==> src/rtl/stc_pkg.sv <==
package stc_pkg;
    localparam int REG_W  = 32;
    localparam int ADDR_W = 3;
    localparam int INC_W  = 8;
    localparam int CMP_W  = 32;
    localparam int PW_W   = 16;

    localparam logic [ADDR_W-1:0] A_CTRL    = 3'd0;
    localparam logic [ADDR_W-1:0] A_PERIOD  = 3'd1;
    localparam logic [ADDR_W-1:0] A_SYNC_AT = 3'd2;
    localparam logic [ADDR_W-1:0] A_WIDTH   = 3'd3;
    localparam logic [ADDR_W-1:0] A_SYNC    = 3'd4;
    localparam logic [ADDR_W-1:0] A_FLAGS   = 3'd5;
    localparam logic [ADDR_W-1:0] A_CNT_LO  = 3'd6;
    localparam logic [ADDR_W-1:0] A_CNT_HI  = 3'd7;

    typedef struct packed {
        logic             wrap_en;
        logic             auto_clr;
        logic [1:0]       cmp_en;
        logic [INC_W-1:0] inc;
        logic [CMP_W-1:0] period;
        logic [CMP_W-1:0] sync_at;
        logic [PW_W-1:0]  width;
        logic             glob_en;
        logic             ch_en;
        logic             cyclic;
    } stc_cfg_t;
endpackage

==> src/rtl/stc_regs.sv <==
module stc_regs
    import stc_pkg::*;
#(
    parameter int CNT_W = 64
) (
    input  logic              clk_i,
    input  logic              rst_ni,
    input  logic              wr_en_i,
    input  logic              rd_en_i,
    input  logic [ADDR_W-1:0] addr_i,
    input  logic [REG_W-1:0]  wdata_i,
    input  logic [CNT_W-1:0]  cnt_i,
    input  logic [1:0]        flags_i,
    output stc_cfg_t          cfg_o,
    output logic [REG_W-1:0]  rdata_o,
    output logic              arm_o,
    output logic [1:0]        clr_o,
    output logic              ld_lo_o,
    output logic              ld_hi_o
);
    localparam int HI_W = CNT_W - REG_W;

    typedef struct packed {
        stc_cfg_t         cfg;
        logic [REG_W-1:0] rdata;
        logic [HI_W-1:0]  shadow;
    } regs_t;

    regs_t s_d, s_q;

    // write strobes that act on state held elsewhere
    assign arm_o   = wr_en_i && (addr_i == A_SYNC) && wdata_i[1];
    assign clr_o   = (wr_en_i && (addr_i == A_FLAGS)) ? wdata_i[1:0] : 2'b00;
    assign ld_lo_o = wr_en_i && (addr_i == A_CNT_LO);
    assign ld_hi_o = wr_en_i && (addr_i == A_CNT_HI);

    always_comb begin
        s_d = s_q;
        if (wr_en_i) begin
            case (addr_i)
                A_CTRL: begin
                    s_d.cfg.wrap_en  = wdata_i[0];
                    s_d.cfg.auto_clr = wdata_i[1];
                    s_d.cfg.cmp_en   = wdata_i[3:2];
                    s_d.cfg.inc      = wdata_i[8 +: INC_W];
                end
                A_PERIOD:  s_d.cfg.period  = wdata_i[CMP_W-1:0];
                A_SYNC_AT: s_d.cfg.sync_at = wdata_i[CMP_W-1:0];
                A_WIDTH:   s_d.cfg.width   = wdata_i[PW_W-1:0];
                A_SYNC: begin
                    s_d.cfg.glob_en = wdata_i[0];
                    s_d.cfg.ch_en   = wdata_i[1];
                    s_d.cfg.cyclic  = wdata_i[2];
                end
                default: ;
            endcase
        end
        if (rd_en_i) begin
            case (addr_i)
                A_CTRL:    s_d.rdata = {16'h0, s_q.cfg.inc, 4'h0, s_q.cfg.cmp_en,
                                        s_q.cfg.auto_clr, s_q.cfg.wrap_en};
                A_PERIOD:  s_d.rdata = REG_W'(s_q.cfg.period);
                A_SYNC_AT: s_d.rdata = REG_W'(s_q.cfg.sync_at);
                A_WIDTH:   s_d.rdata = REG_W'(s_q.cfg.width);
                A_SYNC:    s_d.rdata = {29'h0, s_q.cfg.cyclic, s_q.cfg.ch_en, s_q.cfg.glob_en};
                A_FLAGS:   s_d.rdata = {30'h0, flags_i};
                A_CNT_LO: begin
                    s_d.rdata  = cnt_i[REG_W-1:0];
                    s_d.shadow = cnt_i[CNT_W-1:REG_W];
                end
                default:   s_d.rdata = REG_W'(s_q.shadow);
            endcase
        end
    end

    always_ff @(posedge clk_i or negedge rst_ni) begin
        if (!rst_ni) s_q <= '0;
        else         s_q <= s_d;
    end

    assign cfg_o   = s_q.cfg;
    assign rdata_o = s_q.rdata;
endmodule

==> src/rtl/stc_window.sv <==
module stc_window
    import stc_pkg::*;
#(
    parameter int CNT_W = 64
) (
    input  logic [CNT_W-1:0] cnt_i,
    input  logic [CMP_W-1:0] cmp_i,
    input  logic [INC_W-1:0] inc_i,
    input  logic             en_i,
    output logic             hit_o
);
    logic [CNT_W-1:0] tgt;
    logic [CNT_W-1:0] gap;

    // hit when this step lands on or jumps over the target
    always_comb begin
        tgt   = CNT_W'(cmp_i);
        gap   = tgt - cnt_i;
        hit_o = en_i && (inc_i != '0) && (cnt_i <= tgt) && (gap < CNT_W'(inc_i));
    end
endmodule

==> src/rtl/stc_pulse.sv <==
module stc_pulse
    import stc_pkg::*;
(
    input  logic            clk_i,
    input  logic            rst_ni,
    input  logic            hit_i,
    input  logic            glob_en_i,
    input  logic            ch_en_i,
    input  logic            cyclic_i,
    input  logic            order_ok_i,
    input  logic            arm_i,
    input  logic [PW_W-1:0] width_i,
    output logic            sync_o
);
    typedef struct packed {
        logic            active;
        logic [PW_W-1:0] left;
        logic            armed;
    } pulse_t;

    pulse_t s_d, s_q;
    logic   start;

    always_comb begin
        s_d   = s_q;
        start = hit_i && glob_en_i && ch_en_i && order_ok_i
                && (cyclic_i || s_q.armed) && !s_q.active;
        if (arm_i)      s_d.armed = 1'b1;
        else if (start) s_d.armed = 1'b0;
        if (start) begin
            s_d.active = 1'b1;
            s_d.left   = width_i;
        end else if (s_q.active) begin
            if (s_q.left == '0) s_d.active = 1'b0;
            else                s_d.left   = s_q.left - 1'b1;
        end
    end

    always_ff @(posedge clk_i or negedge rst_ni) begin
        if (!rst_ni) s_q <= '0;
        else         s_q <= s_d;
    end

    assign sync_o = s_q.active;
endmodule

==> src/rtl/sync_event_timer.sv <==
module sync_event_timer
    import stc_pkg::*;
#(
    parameter int CNT_W = 64
) (
    input  logic              clk_i,
    input  logic              rst_ni,
    input  logic              wr_en_i,
    input  logic              rd_en_i,
    input  logic [ADDR_W-1:0] addr_i,
    input  logic [REG_W-1:0]  wdata_i,
    output logic [REG_W-1:0]  rdata_o,
    output logic              cmp0_evt_o,
    output logic              cmp1_evt_o,
    output logic              sync_o
);
    localparam int HI_W  = CNT_W - REG_W;
    localparam int N_CMP = 2;

    typedef struct packed {
        logic [CNT_W-1:0] cnt;
        logic [N_CMP-1:0] flags;
        logic [N_CMP-1:0] evt;
    } core_t;

    core_t            s_d, s_q;
    stc_cfg_t         cfg;
    logic             arm;
    logic [1:0]       clr_req;
    logic             ld_lo, ld_hi;
    logic             cnt_load;
    logic             order_ok;
    logic [N_CMP-1:0] hit;
    logic [CNT_W-1:0] cnt_w;
    logic [N_CMP-1:0] flags_w;

    stc_regs #(.CNT_W(CNT_W)) u_regs (
        .clk_i   (clk_i),
        .rst_ni  (rst_ni),
        .wr_en_i (wr_en_i),
        .rd_en_i (rd_en_i),
        .addr_i  (addr_i),
        .wdata_i (wdata_i),
        .cnt_i   (s_q.cnt),
        .flags_i (s_q.flags),
        .cfg_o   (cfg),
        .rdata_o (rdata_o),
        .arm_o   (arm),
        .clr_o   (clr_req),
        .ld_lo_o (ld_lo),
        .ld_hi_o (ld_hi)
    );

    for (genvar i = 0; i < N_CMP; i++) begin : g_cmp
        stc_window #(.CNT_W(CNT_W)) u_win (
            .cnt_i (s_q.cnt),
            .cmp_i ((i == 0) ? cfg.period : cfg.sync_at),
            .inc_i (cfg.inc),
            .en_i  (cfg.cmp_en[i]),
            .hit_o (hit[i])
        );
    end

    assign order_ok = cfg.sync_at < cfg.period;
    assign cnt_load = ld_lo || ld_hi;

    stc_pulse u_pulse (
        .clk_i      (clk_i),
        .rst_ni     (rst_ni),
        .hit_i      (hit[1]),
        .glob_en_i  (cfg.glob_en),
        .ch_en_i    (cfg.ch_en),
        .cyclic_i   (cfg.cyclic),
        .order_ok_i (order_ok),
        .arm_i      (arm),
        .width_i    (cfg.width),
        .sync_o     (sync_o)
    );

    always_comb begin
        s_d     = s_q;
        s_d.evt = hit;
        for (int i = 0; i < N_CMP; i++) begin
            // a fresh hit outranks any clear
            s_d.flags[i] = hit[i] || (s_q.flags[i] && !(cfg.auto_clr || clr_req[i]));
        end
        if (cnt_load) begin
            if (ld_lo) s_d.cnt[REG_W-1:0]     = wdata_i;
            if (ld_hi) s_d.cnt[CNT_W-1:REG_W] = wdata_i[HI_W-1:0];
        end else if (hit[0] && cfg.wrap_en) begin
            s_d.cnt = '0;
        end else begin
            s_d.cnt = s_q.cnt + CNT_W'(cfg.inc);
        end
    end

    always_ff @(posedge clk_i or negedge rst_ni) begin
        if (!rst_ni) s_q <= '0;
        else         s_q <= s_d;
    end

    assign cmp0_evt_o = s_q.evt[0];
    assign cmp1_evt_o = s_q.evt[1];
    assign cnt_w      = s_q.cnt;
    assign flags_w    = s_q.flags;
endmodule

==> config.mk <==
export PLATFORM = sky130hd
export DESIGN_NAME = sync_event_timer
export DESIGN_NICKNAME = d
export VERILOG_FILES = /design/src/rtl/stc_pkg.sv /design/src/rtl/stc_regs.sv /design/src/rtl/stc_window.sv /design/src/rtl/stc_pulse.sv /design/src/rtl/sync_event_timer.sv
export SDC_FILE = /design/constraint.sdc
export NUM_CORES = 1
export LEC_CHECK = 0
export BUFFER_PORTS_ARGS = -buffer_cell sky130_fd_sc_hd__buf_2
export CAP_MARGIN = 5
export CORE_MARGIN = 2
export CORE_UTILIZATION = 55
export CTS_CLUSTER_DIAMETER = 60
export CTS_CLUSTER_SIZE = 16
export DETAILED_ROUTE_END_ITERATION = 16
export MAX_ROUTING_LAYER = met4
export PLACE_DENSITY = 0.72
export SLEW_MARGIN = 20
export SYNTH_ARGS = -nofsm -noshare
export SYNTH_HDL_FRONTEND = slang
export SYNTH_SLANG_ARGS = --single-unit
==> constraint.sdc <==
create_clock -name clk_i -period 5.1 [get_ports clk_i]
set_input_delay 0.765 -clock clk_i [delete_from_list [all_inputs] [get_ports clk_i]]
set_output_delay 0.765 -clock clk_i [all_outputs]
set_load 0.05 [all_outputs]
After elaboration in Yosys (flattened, before gate mapping)
Index checks and enable logic that the tools add are counted.

word-level totals
  register bits = 245
  bits of input ports = 39
  output and inout port bits = 35
  word-level logic and storage cells = 90

operators by class
  $lt $le $gt $ge = 5
  muxes and demuxes = 12
  reduce and logical (&&, ||, !) cells = 40
  eq/ne operators = 10
  $add $sub $neg = 4

operators by type and width
  cell                     count
  $pmux W32 S7             1
  $le A64 B32 Y1           2
  $lt A64 B8 Y1            2
  $mux W64                 2
  $sub A32 B64 Y64         2
  $add A64 B8 Y64          1
  $mux W32                 2
  $mux W17                 2
  $lt A32 B32 Y1           1
  $logic_and A1 B1 Y1      19
  $logic_not A16 Y1        1
  $mux W16                 1
  $sub A16 B1 Y16 const B  1
  $reduce_and A2 Y1        7
  $eq A3 B3 Y1 const B     4
  $reduce_bool A8 Y1       1
  $eq A3 B2 Y1 const B     2
  $logic_or A1 B1 Y1       6
  $ne A2 B2 Y1 const B     2
  $reduce_bool A2 Y1       2
  $eq A3 B1 Y1 const B     1
  $logic_not A1 Y1         3
  $logic_not A3 Y1         1
  $mux W1                  3
  2 further kinds          2

Longest topological paths before layout
  word-level depth = 11
  mapped depth = 21
  mapped depth without buffers = 19

Cells and area by module
From an unflattened synthesis, not the netlist that was laid out.

unflattened totals
  cells, all modules = 2,221
  area total of the unflattened synthesis = 19,771.5 µm²

by module, submodules not included
  module                        times used  cells each  area an instance (µm²)  sequential area each (µm²)
  stc_regs                      1           706         8,290.5                 3,978.8
  sync_event_timer              1           670         5,516.5                 1,701.6
  stc_window at g_cmp[0].u_win  1           372         2,439.8                 0.0
  stc_window at g_cmp[1].u_win  1           349         2,280.9                 0.0
  stc_pulse                     1           124         1,243.7                 450.4

Least setup slack after synthesis
Ideal clock, no wire load.

  path type = reg2reg
  start point = register u_regs.s_q, in the netlist u_regs.cfg_o[19]
  end point = register u_pulse.s_q[3] (netlist bit)
  stages on the path, launching flop included = 21
  period minus slack after synthesis = 4.395 ns
  data required time = 4.973 ns
  path buffers = 1
  path slack = 0.705 ns
  arrival = 4.268 ns
  library setup time = 0.127 ns
  path through = dfrtp_1 -> inv_1 -> ha_1 -> inv_1 -> fa_1 -> a211oi_1 -> o21ai_0 -> xor2_1 -> ha_1 -> a21oi_1 -> o221ai_1 -> a2111oi_0 -> nand4_1 -> nor4_1 -> nand4_1 -> nor4_1 -> nand4_1 -> nor4b_4 -> buf_6 -> mux2i_1 -> nand3_1

between the ends
  word-level cells in the longest chain between the ends = 10
  elaborated cells on any way between the ends = 15
  those cells by class = add/sub: 1; order compare: 3; eq/ne: 1; mux: 1; reduce/logical: 9

RTL lines
  element                                                       line                                RTL
  start, declared                                               stc_regs.sv:29                      regs_t s_d, s_q;
  start signal, assigned                                        stc_regs.sv:77                      if (!rst_ni) s_q <= '0;
  start signal, assigned                                        stc_regs.sv:78                      else s_q <= s_d;
  $sub A32 B64 Y64 or $le A64 B32 Y1 (tied branches)            stc_window.sv:18, stc_window.sv:19
  $lt A64 B8 Y1 or $logic_and A1 B1 Y1 (tied branches)          stc_window.sv:19                    hit_o = en_i && (inc_i != '0) && (cnt_i <= tgt) && (gap < CNT_W'(inc_i));
  $logic_and A1 B1 Y1                                           stc_window.sv:19
  $logic_and A1 B1 Y1 (2 in series)                             stc_pulse.sv:26                     start = hit_i && glob_en_i && ch_en_i && order_ok_i
  $logic_and A1 B1 Y1 *                                         stc_pulse.sv:26
  $logic_and A1 B1 Y1 * (2 in series)                           stc_pulse.sv:27                     && (cyclic_i || s_q.armed) && !s_q.active;
  $ne A2 B1 Y1 (no line) or $reduce_bool A2 Y1 (tied branches)  --
  $reduce_and A2 Y1 (no line)                                   --
  end signal, assigned                                          stc_pulse.sv:40                     if (!rst_ni) s_q <= '0;
  end signal, assigned                                          stc_pulse.sv:41                     else s_q <= s_d;
  end, declared                                                 stc_pulse.sv:21                     pulse_t s_d, s_q;

Every way passes the cells marked *; elsewhere a longest branch is shown, timed or not.
A chain may end at the register's enable or synchronous reset.

Worst setup path after layout
  start point = register s_q, in the netlist cnt_w[7]
  end point = register s_q, in the netlist cnt_w[26]

between the ends
  word-level cells in the longest chain between the ends = 6
  elaborated cells on any way between the ends = 9
  those cells by class = add/sub: 2; order compare: 2; mux: 2; reduce/logical: 3

RTL lines
  element                                               line                                RTL
  start, declared                                       sync_event_timer.sv:26              core_t s_d, s_q;
  start signal, assigned                                sync_event_timer.sv:98              if (!rst_ni) s_q <= '0;
  start signal, assigned                                sync_event_timer.sv:99              else s_q <= s_d;
  $sub A32 B64 Y64 or $le A64 B32 Y1 (tied branches)    stc_window.sv:18, stc_window.sv:19
  $lt A64 B8 Y1 or $logic_and A1 B1 Y1 (tied branches)  stc_window.sv:19
  $logic_and A1 B1 Y1                                   stc_window.sv:19
  $logic_and A1 B1 Y1                                   sync_event_timer.sv:90              end else if (hit[0] && cfg.wrap_en) begin
  $mux W64 *                                            sync_event_timer.sv:90
  $mux W64 *                                            sync_event_timer.sv:87              if (cnt_load) begin

Marks and branches as above.

==> run summary <==
Adder-cell share of the synthesized area - 0.07895
Synthesis-to-finish area growth - 8.589%
CTS tree - built
Total Power - 0.01132 W
FILL cells - 3075
1st-iter DRT viols - 2954
Most frequent cells in the layout - 244 x dfrtp_1, 237 x nand2_1, 155 x o21ai_0
Initial antenna violation count - 3
Buffer count from post-CTS setup fixing - 0
Post-synth top area cell - dfrtp_1
Async SR Flop Fraction - 1.000
Routed wire length - 77890 µm
Gpl congestion - 1.035
Vias - 19731
Port buffer count - 73
Clock root buffer - clkbuf_16
Worst Setup SP - cnt_w[7]$_DFFE_PN0P_
Ys flop type - dfrtp_1
Final Cycle Share - 0.9559
Core box area - 34710 µm²
Max-slew violation count - 0
Synth top area cells - dfrtp_1 32%, ha_1 7.6%, mux2_2 5.0%
Lkg Pwr - 9.182 nW
Reg-to-Reg End - cnt_w[26]$_DFFE_PN0P_
WL/cell - 28.26 µm
H-tree depth - 1
Outcome - complete, no violations
Critical Path RT - 5.55 ns
Worst r2r path cells - 16
Synthesized area per cell - 8.529 µm²
Worst-Margin Slew - 0.9780 ns
First-pass GRT wire length - 115300 µm
Drc violations - 0
Die width - 192.1 µm
XOR/XNOR Fraction of Synth Area - 0.02070
Hold WS - 0.2211 ns
Number of flops mapped to enable cells by yosys - 0
Syn_nets - 2442
Critical path class - reg -> reg
Reg2reg setup slack - 0.22 ns
Die area - 36910 µm²
Power per cell area - 535.4 nW/µm²
Most common cell after layout, fill and taps aside - dfrtp_1
GRT Total Usage - 0.4315
Highest Clock Rate - 205.1 MHz
# setup viols final - 0
Hpwl dp - 59410 µm
Slew headroom - 0.3480
CTS max path bufs - 3
Min-Delay Path Class - in -> async
Yosys reg bits - 245
CP Launch Type - flip-flop
Fin nets - 2442
DR pass1 iterations - 9
Std-Cell Rows - 68
Share of the synthesized area in the top cell type - 0.3150
CP Capture Type - flip-flop
Top-level port count - 74
Arr. time, crit path - 5.32 ns
Largest family of logic cells by synthesized area - compound AO/OA/AOI/OAI gates
Synth Area in Simple Gates - 0.2045
Post-synthesis mux area share - 0.08049
Post-route minimum period - 4.875 ns
Reg clk slew, reported paths - 0.07 ns
Final ANT Viol Nets - 0
Crit path max fanout - 19
Final hold viol count - 0
Layout cells sized above 1 - 0.1458
Worst-Skew Late Latency - 0.57 ns
Synth cell types - 92
Post-synthesis compound-gate area fraction - 0.2372
Layout Skew - 0.02828 ns
Multi-input gate area - 12170 µm²
Post-Synthesis Cells - 2282
Cell area after synthesis - 19460 µm²
Sequential cell area - 6132 µm²
FF-to-FF Start - cnt_w[7]$_DFFE_PN0P_
Register area share after synthesis - 0.3150
Via density - 7.159
Ys Warns - 0
Largest net degree at the start of global routing - 103
Max VDD drop - 0.3408 mV
Max Cap Viol - 0
Initial Util - 0.5607
Total grt overflow - 0
Vias in the first global route - 18326
Cts bufs inserted - 25
Worst setup path end - cnt_w[26]$_DFFE_PN0P_
Clk sinks - 245
Die Y - 192.1 µm
-- area by class of cell --
cell class,instances,share of cell area
clock buffer,25,0.02960
inverter,116,0.02060
sequential,245,0.2902
tap,455,0.02694
antenna,3,0.0003552
timing repair buffer,142,0.04547
clock inverter,18,0.01113
multi-input combinational,1752,0.5757
-- power by group --
group / switching [W] / internal (W)
logic: 0.00399 / 0.00235
registers: 0.000617 / 0.00238
clock network: 0.000904 / 0.00108
-- metal layers --
layer  vias to the layer above  track usage  part of all wire
met1                      9638       0.5728              0.40
met2                      1273       0.6352              0.43
met3                       238       0.1173              0.12
met4                         0       0.1503             0.043
li1                       8582            -                 -
met5                         -            -                 0
-- through the flow --
| step | instance area, µm² | instances | worst slack (ns) | utilization | TNS (ns) |
|---|---|---|---|---|---|
| final | 21130 | 2756 | 0.2247 | 0.6088 | 0 |
| after global routing | 21130 | 2755 | -0.02979 | 0.6087 | -0.09580 |
| after CTS | 21060 | 2752 | 0.03563 | 0.6067 | 0 |
| after detailed placement | 20200 | 2709 | 0.07887 | 0.5819 | 0 |
| after global placement | 20200 | 2709 | 0.2477 | 0.5819 | 0 |
| after floorplan | 19460 | 2282 | 0.7049 | - | 0 |
-- repair_timing --
item,in CTS,in global routing
gates resized for setup,0,13
endpoints found under the setup margin,0,51
hold buffers,0,0
-- sequential cells by signal, indices dropped and copies added, names as in the netlist, 2 cells and up --
name            flops
flags_w             2
u_regs.cfg_o       95
cnt_w              64
u_regs.s_q         32
u_pulse.s_q        17
u_regs.rdata_o     32
-- synthesized netlist by cell type, types with 53 or more instances --
cell      instances
dfrtp_1         245
mux2_2           86
nand2_1         237
o21ai_0         157
nand3_1          77
mux2i_1          53
nand4_1          66
a21oi_1         122
clkbuf_1        112
inv_1           116
nor2_1          117
ha_1            118
-- worst max-delay path, cell delays in order, from the launching register on --
cell       delay, ns
dfrtp_1         0.48
inv_1           0.20
ha_1            0.42
a211oi_1        0.47
o2111ai_1       0.26
o2111ai_1       0.17
buf_4           0.22
nand2_1         0.10
a22o_1          0.29
or4_1           0.59
nor4b_4         0.28
nand4b_1        0.17
buf_4           0.18
o21ai_4         0.27
buf_12          0.22
o21ai_0         0.12
a211o_1         0.32
-- worst min path at each step --
stage                                              start                             end  slack (ns)  cells past startpoint
after floorplan                u_regs.s_q[8]$_DFFE_PN0P_       u_regs.s_q[8]$_DFFE_PN0P_        0.45                      2
after global placement    u_regs.rdata_o[23]$_DFFE_PN0P_  u_regs.rdata_o[23]$_DFFE_PN0P_        0.46                      1
after detailed placement   u_regs.rdata_o[4]$_DFFE_PN0P_   u_regs.rdata_o[4]$_DFFE_PN0P_        0.46                      1
after CTS                                         rst_ni   u_regs.rdata_o[2]$_DFFE_PN0P_        0.27                      1
after global routing                              rst_ni   u_regs.rdata_o[0]$_DFFE_PN0P_        0.31                      1
final                                             rst_ni   u_regs.rdata_o[2]$_DFFE_PN0P_        0.22                      1
-- cell families (layout without fill, tap and decap cells) --
group,count (synthesis),in the layout
adders and majority gates,121,121
DFF,245,245
xor gates and xnor gates,46,46
AOI/OAI and AO/OA,682,682
muxes,142,142
other,0,3
and+or+nand+nor,761,761
buffers and inverters,285,301
Power figures use the tool's default switching activity.
